`src/rtl/tmr_pkg.sv`:
```
package tmr_pkg;
  localparam int DW      = 32;
  localparam int SRC_W   = 2;
  localparam int NSRC    = 1 << SRC_W;
  localparam int PRE_W   = 3;
  localparam int CTRL_W  = 8;

  localparam logic [7:0] ADDR_IER = 8'h00;
  localparam logic [7:0] ADDR_ISR = 8'h04;
  localparam logic [3:0] OFF_CTRL = 4'h0;
  localparam logic [3:0] OFF_INTV = 4'h4;
  localparam logic [3:0] OFF_CUR  = 4'h8;

  typedef struct packed {
    logic             oneshot;
    logic [PRE_W-1:0] presc;
    logic [SRC_W-1:0] src;
    logic             reload;
    logic             en;
  } ctrl_t;
endpackage

```
`src/rtl/tmr_prescale.sv`:
```
module tmr_prescale #(
  parameter int PW = 3
) (
  input  logic          clk,
  input  logic          rst_n,
  input  logic          run,
  input  logic          tick_in,
  input  logic [PW-1:0] k,
  output logic          tick_out
);
  localparam int CW = (1 << PW) - 1;

  logic [CW-1:0] cnt_q, cnt_d, mask;

  always_comb begin
    mask     = ~({CW{1'b1}} << k);
    tick_out = run && tick_in && (cnt_q >= mask);
    cnt_d    = cnt_q;
    if (!run)
      cnt_d = '0;
    else if (tick_in)
      cnt_d = (cnt_q >= mask) ? '0 : cnt_q + 1'b1;
  end

  always_ff @(posedge clk or negedge rst_n) begin
    if (!rst_n) cnt_q <= '0;
    else        cnt_q <= cnt_d;
  end
endmodule

```
`src/rtl/tmr_channel.sv`:
```
module tmr_channel
  import tmr_pkg::*;
#(
  parameter int CNT_W = 32
) (
  input  logic              clk,
  input  logic              rst_n,
  input  logic              wr_ctrl,
  input  logic              wr_intv,
  input  logic [DW-1:0]     wdata,
  input  logic [NSRC-1:0]   src_tick,
  output ctrl_t             ctrl_o,
  output logic [CNT_W-1:0]  intv_o,
  output logic [CNT_W-1:0]  cur_o,
  output logic              expire_o
);
  ctrl_t            ctrl_q, ctrl_d;
  logic [CNT_W-1:0] intv_q, intv_d, cur_q, cur_d;
  logic             src_sel, tick, expire;

  assign src_sel = src_tick[ctrl_q.src];

  tmr_prescale #(.PW(PRE_W)) u_pre (
    .clk     (clk),
    .rst_n   (rst_n),
    .run     (ctrl_q.en),
    .tick_in (src_sel),
    .k       (ctrl_q.presc),
    .tick_out(tick)
  );

  always_comb begin
    ctrl_d = ctrl_q;
    intv_d = intv_q;
    cur_d  = cur_q;
    expire = 1'b0;
    if (tick) begin
      if (ctrl_q.reload) begin
        cur_d         = intv_q;
        ctrl_d.reload = 1'b0;
      end else if (cur_q <= CNT_W'(1)) begin
        expire = 1'b1;
        if (ctrl_q.oneshot) begin
          cur_d     = '0;
          ctrl_d.en = 1'b0;
        end else begin
          cur_d = intv_q;
        end
      end else begin
        cur_d = cur_q - 1'b1;
      end
    end
    if (wr_ctrl) ctrl_d = ctrl_t'(wdata[CTRL_W-1:0]);
    if (wr_intv) intv_d = wdata[CNT_W-1:0];
  end

  always_ff @(posedge clk or negedge rst_n) begin
    if (!rst_n) begin
      ctrl_q <= '0;
      intv_q <= '0;
      cur_q  <= '0;
    end else begin
      ctrl_q <= ctrl_d;
      intv_q <= intv_d;
      cur_q  <= cur_d;
    end
  end

  assign ctrl_o   = ctrl_q;
  assign intv_o   = intv_q;
  assign cur_o    = cur_q;
  assign expire_o = expire;

  assert_reload_R3: assert property (@(posedge clk) disable iff (!rst_n)
    (tick && ctrl_q.reload && !wr_ctrl) |=> (cur_q == $past(intv_q) && !ctrl_q.reload));

  assert_decrement_R4: assert property (@(posedge clk) disable iff (!rst_n)
    (tick && !ctrl_q.reload && cur_q > CNT_W'(1)) |=> (cur_q == $past(cur_q) - 1'b1));

  assert_hold_R4: assert property (@(posedge clk) disable iff (!rst_n)
    !tick |=> $stable(cur_q));

  assert_oneshot_stop_R6: assert property (@(posedge clk) disable iff (!rst_n)
    (expire && ctrl_q.oneshot && !wr_ctrl) |=> (!ctrl_q.en && cur_q == '0));
endmodule

```
`src/rtl/tmr_bank.sv`:
```
module tmr_bank
  import tmr_pkg::*;
#(
  parameter int NCH   = 3,
  parameter int CNT_W = 32,
  parameter int AW    = 8
) (
  input  logic            clk,
  input  logic            rst_n,
  input  logic            bus_wr,
  input  logic [AW-1:0]   bus_addr,
  input  logic [DW-1:0]   bus_wdata,
  output logic [DW-1:0]   bus_rdata,
  input  logic [NSRC-1:0] src_tick,
  output logic [NCH-1:0]  irq
);
  localparam int SEL_W = AW - 4;

  logic [1:0]       rsync_q;
  logic             rst_int_n;
  logic [NCH-1:0]   ier_q, ier_d, pend_q, pend_d, exp_v;
  logic             wr_ier, wr_isr;
  ctrl_t            ch_ctrl [NCH];
  logic [CNT_W-1:0] ch_intv [NCH];
  logic [CNT_W-1:0] ch_cur  [NCH];

  always_ff @(posedge clk or negedge rst_n) begin
    if (!rst_n) rsync_q <= 2'b00;
    else        rsync_q <= {rsync_q[0], 1'b1};
  end
  assign rst_int_n = rsync_q[1];

  assign wr_ier = bus_wr && (bus_addr == AW'(ADDR_IER));
  assign wr_isr = bus_wr && (bus_addr == AW'(ADDR_ISR));

  for (genvar n = 0; n < NCH; n++) begin : g_ch
    logic hit;
    assign hit = (bus_addr[AW-1:4] == SEL_W'(n + 1));
    tmr_channel #(.CNT_W(CNT_W)) u_ch (
      .clk     (clk),
      .rst_n   (rst_int_n),
      .wr_ctrl (bus_wr && hit && bus_addr[3:0] == OFF_CTRL),
      .wr_intv (bus_wr && hit && bus_addr[3:0] == OFF_INTV),
      .wdata   (bus_wdata),
      .src_tick(src_tick),
      .ctrl_o  (ch_ctrl[n]),
      .intv_o  (ch_intv[n]),
      .cur_o   (ch_cur[n]),
      .expire_o(exp_v[n])
    );
  end

  always_comb begin
    ier_d  = ier_q;
    pend_d = pend_q;
    if (wr_ier) ier_d  = bus_wdata[NCH-1:0];
    if (wr_isr) pend_d = pend_q & ~bus_wdata[NCH-1:0];
    pend_d = pend_d | exp_v;
  end

  always_ff @(posedge clk or negedge rst_int_n) begin
    if (!rst_int_n) begin
      ier_q  <= '0;
      pend_q <= '0;
    end else begin
      ier_q  <= ier_d;
      pend_q <= pend_d;
    end
  end

  assign irq = pend_q & ier_q;

  always_comb begin
    bus_rdata = '0;
    if (bus_addr == AW'(ADDR_IER)) bus_rdata = DW'(ier_q);
    if (bus_addr == AW'(ADDR_ISR)) bus_rdata = DW'(pend_q);
    for (int i = 0; i < NCH; i++) begin
      if (bus_addr[AW-1:4] == SEL_W'(i + 1)) begin
        case (bus_addr[3:0])
          OFF_CTRL: bus_rdata = {{(DW-CTRL_W){1'b0}}, ch_ctrl[i]};
          OFF_INTV: bus_rdata = DW'(ch_intv[i]);
          OFF_CUR:  bus_rdata = DW'(ch_cur[i]);
          default:  bus_rdata = '0;
        endcase
      end
    end
  end

  assert_expiry_sets_R11: assert property (@(posedge clk) disable iff (!rst_int_n)
    (|exp_v) |=> ((pend_q & $past(exp_v)) == $past(exp_v)));

  assert_w1c_R9: assert property (@(posedge clk) disable iff (!rst_int_n)
    (wr_isr && exp_v == '0) |=> (pend_q == ($past(pend_q) & ~$past(bus_wdata[NCH-1:0]))));

  assert_irq_mask_R10: assert property (@(posedge clk) disable iff (!rst_int_n)
    (|(irq & ~ier_q)) == 1'b0);
endmodule

```
`config.mk`:
```
export PLATFORM = sky130hd
export DESIGN_NAME = tmr_bank
export DESIGN_NICKNAME = d
export VERILOG_FILES = /design/src/rtl/tmr_pkg.sv /design/src/rtl/tmr_prescale.sv /design/src/rtl/tmr_channel.sv /design/src/rtl/tmr_bank.sv
export SDC_FILE = /design/constraint.sdc
export NUM_CORES = 1
export LEC_CHECK = 0
export ABC_AREA = 0
export BUFFER_PORTS_ARGS = -buffer_cell sky130_fd_sc_hd__clkbuf_2
export CORE_ASPECT_RATIO = 0.9
export CORE_MARGIN = 8
export CORE_UTILIZATION = 67
export CTS_CLUSTER_DIAMETER = 40
export DETAILED_ROUTE_END_ITERATION = 16
export GPL_TIMING_DRIVEN = 0
export HOLD_SLACK_MARGIN = 0.02
export PLACE_DENSITY = 0.93
export SLEW_MARGIN = 25
export SYNTH_ARGS = -nofsm -noshare
export SYNTH_HDL_FRONTEND = slang
export SYNTH_SLANG_ARGS = --single-unit
```
`constraint.sdc`:
```
create_clock -name clk -period 22.3 [get_ports clk]
set_clock_uncertainty 0.05 [all_clocks]
set_input_delay 1.115 -clock clk [delete_from_list [all_inputs] [get_ports clk]]
set_output_delay 1.115 -clock clk [all_outputs]
set_load 0.03 [all_outputs]
```
Yosys cells after proc, flatten, opt, wreduce, memory -nomap -nowiden
Index checks and enable logic that the tools add are counted.
{ "totals": {"wordCells": 152, "output_inout_bits": 35, "input_bits": 47, "reg_bits": 245} }
{ "op_classes": {"n_addsub": 6, "n_eq_ne": 12, "bitwise_logic": 7, "muxes": 57, "n_shift": 3, "magnitude_cmp": 9, "n_reduce_logical": 31} }
{ "ops": {"columns": ["op", "n"], "rows": [
  ["$mux 32", 12],
  ["$pmux 32 s3", 3],
  ["$le 32x1->1 const B", 3],
  ["$sub 32x1->32 const B", 3],
  ["$mux 7", 9],
  ["$add 7x1->7 const B", 3],
  ["$ge 7x7->1", 3],
  ["$mux 1", 21],
  ["$not 7->7", 3],
  ["$shl 7x3->7 const A", 3],
  ["$reduce_bool 2->1", 9],
  ["$logic_and 1x1->1", 17],
  ["$mux 2", 6],
  ["$reduce_and 4->1", 3],
  ["$lt 2x3->1 const B", 3],
  ["$mux 3", 3],
  ["$eq 4x2->1 const B", 2],
  ["$eq 8x3->1 const B", 1],
  ["$logic_not 8->1", 1],
  ["$and 3x3->3", 2],
  ["$bmux 1 s2", 3],
  ["$ne 2x1->1 const B", 3],
  ["$ne 2x2->1 const B", 3],
  ["$eq 4x1->1 const B", 1],
  ["other kinds (5)", 5]
]} }

Logic depth before layout (Yosys ltp)
{ "logic_depth": {"word_depth": 6, "mapped_depth": 12} }

Modules after synthesis
Synthesis repeated with hierarchy kept, for this count alone.
{ "hier_totals": {"hier_cells": 1654, "hier_area_um2": 15964.1} }
{ "modules_own_cells": {"columns": ["module", "seq_area_each_um2", "instances", "area_each_um2", "cells_per_inst"], "rows": [
  ["tmr_channel (g_ch[1].u_ch ...)", 1801.7, 2, 3916.3, 387],
  ["tmr_channel (g_ch[0].u_ch)", 1801.7, 1, 4088.9, 370],
  ["tmr_bank", 200.2, 1, 2391.0, 330],
  ["tmr_prescale", 175.2, 3, 550.5, 60]
]} }

Worst setup path before layout
Ideal clock, no wire load.
{ "synth_timing": {"path_type": "input-to-output", "startpoint": "input port bus_addr[1]", "endpoint": "output port bus_rdata[27]", "setup_slack_ns": 17.650, "required_ns": 21.135, "n_path_buf": 3, "arrival_ns": 3.485, "cell_stages": 8, "cell_sequence": "nor3_1 and2_1 clkbuf_1 clkbuf_1 clkbuf_1 a22oi_1 o22a_1 nor3_1"} }
{ "synth_between": {"elab_chain_cells": 5, "word_cells_on_any_way": 9, "classes_between": "eq/ne (2); mux (6); reduce/logical (1)"} }
{ "synth_rtl": {"columns": ["element", "line", "source"], "rows": [
  ["start, declared", "tmr_bank.sv:11", "input logic [AW-1:0] bus_addr,"],
  ["$eq 4x4->1 (tied with other cells)", "tmr_bank.sv:79", "case (bus_addr[3:0])"],
  ["$pmux 32 s3", "tmr_bank.sv:79", null],
  ["$mux 32 (2 in series)", "tmr_bank.sv:78", "if (bus_addr[AW-1:4] == SEL_W'(i + 1)) begin"],
  ["$mux 32 (*)", "tmr_bank.sv:78", null],
  ["end, declared", "tmr_bank.sv:13", "output logic [DW-1:0] bus_rdata,"]
]} }
Every way passes the cells marked *; elsewhere a longest branch is shown, timed or not.

Worst setup path in the final report
{ "layout_timing": {"startpoint": "input port bus_addr[1]", "endpoint": "output port bus_rdata[30]"} }
The elaborated chain is that of the path after synthesis.

==> summary.md <==
| Metric | Value |
|---|---|
| Outcome | completed |
| Detailed Routing Iterations Pass 1 | 6 |
| Cell count after placement | 1,884 |
| Pin count of the biggest net entering global routing | 57 |
| Remaining routing DRC violations | 0 |
| Drt first-iter violations | around 2.4k |
| Post-route antenna net violation count | 0 |
| Initial Utilization | 68.1% |
| CP Capture Type | primary output |
| # hold bufs at CTS | 0 |
| Worst-Margin Slew | ~1000 ps |
| Number of CTS-inserted buffers | 39 |
| RSZ-0062 raised after global routing | no |
| Max-slew headroom | ~30% |
| Slowest stage delay, CP | between 600 and 700 ps |
| Final Max Tran Viols | 0 |
| F_max | roughly 170 MHz |
| CP arrival | roughly 4600 ps |
| PwrDens | ~110 mW/mm^2 |
| Routed wire length | 49.1 mm |
| Final core occ | 78.5% |
| Final Critical Period | 5730 ps |
| CTS sink count | 245 |
| Die height | 154 um |
| Worst min-delay path class | reg2reg |
| First-pass GRT wire length | 75.9 mm |
| Post-synth EDFFs | 0 |
| Routed via count | 14.2k |
| Post-Syn Area per Cell | between 9 and 10 sq um |
| Syn Std Cell Area | around 0.014 sq mm |
| Grt ovf | 0 |
| Startpoint types | input port |
| Fin Setup TNS | 0 ps |
| Top FF cell, synth | dfrtp_1 |
| Worst-path cell chain | clkbuf_2 > nor3_2 > and2_1 > clkbuf_1 > clkbuf_1 > clkbuf_1 > a22oi_1 > o22a_1 > nor3_1 > clkbuf_2 |
| Final hold viol count | 0 |
| Worst path most repeated cell | clkbuf_1 |
| Slowest CP cell | nor3_2 |
| Setup bufs post-CTS | 0 |
| Detail Placement HPWL | ~36 mm |
| Syn Inst Count | 1,514 |
| Non-Filler Instances | 1,956 |
| CTS HTree Levels | 2 |
| Final setup viols | 0 |
| Async SR Flop Fraction | 100% |
| Port bufs | 80 |
| Die area | ~0.026 sq mm |
| Max cap viols | 0 |
| WS Path Type | in2out |
| Worst EP required | 21,140 ps |
| WL per Instance | approximately 25 um |
| Yosys warns | 0 |
| Clock Pin Slew Worst Setup and Hold Paths | roughly 50 ps |
| Post-CTS sizing | 0 |
| Seq/Total Area, Yosys | ~43% |
| Worst-Skew Late Latency | roughly 540 ps |
| Area growth from synthesis to layout | 15.2% |
| Syn Nets | 1,591 |
| #FFs+latches synth | around 250 |
| Die width | about 170 um |
| Number of global-route vias before repair | 13.4k |
| P_leak | around 7.3 nW |
| Library cells used by synthesis | 70 |
| I/O pins | 82 |
| Hold_ws | roughly 300 ps |
| Layout cells sized above 1 | between 15 and 20% |
| Placer Congestion | 1.08 |
| CTS tree | done |
| Overall Global Routing Usage | around 37% |
| CP Max Fanout | 10 |
| Maximum clock insertion buffer count | 3 |
| Core area | a little over 0.02 sq mm |
| FP Rows | 50 |
| Worst vdd ir | 0.0000733 V |
| Fill cell count | 1,368 |
| Vias per cell | slightly above 7 |
| Initial antenna violation count | 3 |
| CTS Root Cell | clkbuf_16 |
| Nets | 1,716 |
| Period utilization | roughly 26% |
[critical path: cells and delay by family]
kind	cells	cell delay, ps
buffers and inverters	5	1810
and+or+nand+nor	3	1140
AOI/OAI and AO/OA	2	490
[cell type report]
| cell class | count | area, sq um | share of cell area [%] |
|---|---|---|---|
| tap | 286 | 358 | 2.20 |
| clock inverter | 17 | 140 | 0.860 |
| sequential | 245 | 6130 | 37.6 |
| antenna | 1 | 2.50 | 0.0154 |
| clock buffer | 54 | 1120 | 6.90 |
| buffer | 98 | 418 | 2.56 |
| inverter | 29 | 109 | 0.668 |
| timing repair buffer | 84 | 503 | 3.09 |
| multi-input combinational | 1142 | 7510 | 46.1 |
[cell usage after synthesis, types with 27 or more instances]
library cell  instances  share of area (%)
mux2_2              106                8.4
nand2_1             171                4.5
a221oi_1             56                3.5
ha_1                 30                2.7
nand3_1              46                1.6
a22oi_1              43                2.3
o311ai_0             27                1.7
inv_1                29               0.77
a21oi_1              65                2.3
o21ai_0             143                5.1
nor3_1               58                2.1
nor2_1              109                2.9
dfrtp_1             245                 43
clkbuf_1             73                1.9
[per-stage QoR]
step / setup slack (ps) / total power, W / area, sq um
finish: 16570 / 0.00182 / 16300
global route: 16540 / 0.00190 / 16300
CTS: 16490 / 0.00178 / 16300
detailed placement: 16640 / 0.00119 / 15000
global placement: 12310 / 0.00118 / 14900
floorplan: 14920 / 0.00100 / 14200
[state kept, by name, indices dropped and copies added, names as in the netlist]
name / flops
g_ch.u_ch.ctrl_o: 24
g_ch.u_ch.u_pre.cnt_q: 21
ier_q: 3
pend_q: 3
g_ch.u_ch.intv_o: 96
rsync_q: 2
g_ch.u_ch.cur_o: 96
[cell usage in the layout (no fill, tap or decap), types with 5 or more instances in the layout]
cell type and n:
nor2_1 109, o21ai_0 143, clkbuf_2 80, or4_1 14, clkbuf_1 81, nand2_1 171
a21oi_1 65, o311ai_0 27, nor4_1 23, nor3_1 57, clkinvlp_4 6, a31oi_1 7
nor2b_1 11, a32oi_1 19, ha_1 30, clkinv_2 6, a22oi_1 43, nand2b_1 14
and2_0 5, buf_1 7, mux2i_1 25, clkbuf_8 5, and2_1 9, or2_2 5
a221o_1 6, a221oi_1 56, o31ai_1 16, and3_1 10, o22a_1 25, inv_1 29
or3_1 16, nand3_1 46, dfrtp_1 244, o211ai_1 12, mux2_2 106, buf_2 13
clkbuf_16 41
[worst paths after layout]
kind / start / endpoint / slack [ps] / cells past startpoint
worst min-delay path: rsync_q[0] / rsync_q[1] / 300 / 0
min in group asynchronous: rst_n / rsync_q[1] / 310 / 1
max in group asynchronous: rsync_q[1] / g_ch[1].u_ch.cur_o[21] / 20830 / 2
worst max register to register: g_ch[2].u_ch.ctrl_o[6] / g_ch[2].u_ch.cur_o[2] / 18490 / 10
worst min register to register: rsync_q[0] / rsync_q[1] / 300 / 0
worst max-delay path: bus_addr[1] / bus_rdata[30] / 16570 / 10
[logic make-up (layout without fill, tap and decap cells)]
logic type | Yosys count | in the layout | share of synthesized area (%)
compound gates | 460 | 460 | 22.3
other cells | 1 | 2 | 0.0265
mux | 132 | 132 | 10.4
buf+inv | 127 | 282 | 3.72
fa+ha+maj | 30 | 30 | 2.65
xor+xnor | 4 | 4 | 0.248
simple gates | 515 | 515 | 17.4
flops | 245 | 245 | 43.3
[where the power goes]
part | internal (W) | leakage (nW) | switching (W)
combinational | 0.000213 | 3.33 | 0.000447
sequential | 0.000496 | 3.35 | 0.0000722
clock | 0.000366 | 0.606 | 0.000230
[routing by layer]
layer  wire length (um)  vias up  GRT usage [%]  part of all wire (%)
li1                   -     6017              -                     -
met1              18400     6755           49.4                    37
met2              21600     1154           55.4                    44
met3               6900      234           11.3                    14
met4               2200        6           15.2                   4.5
met5                 40        -              0                 0.081
Power figures use the tool's default switching activity.
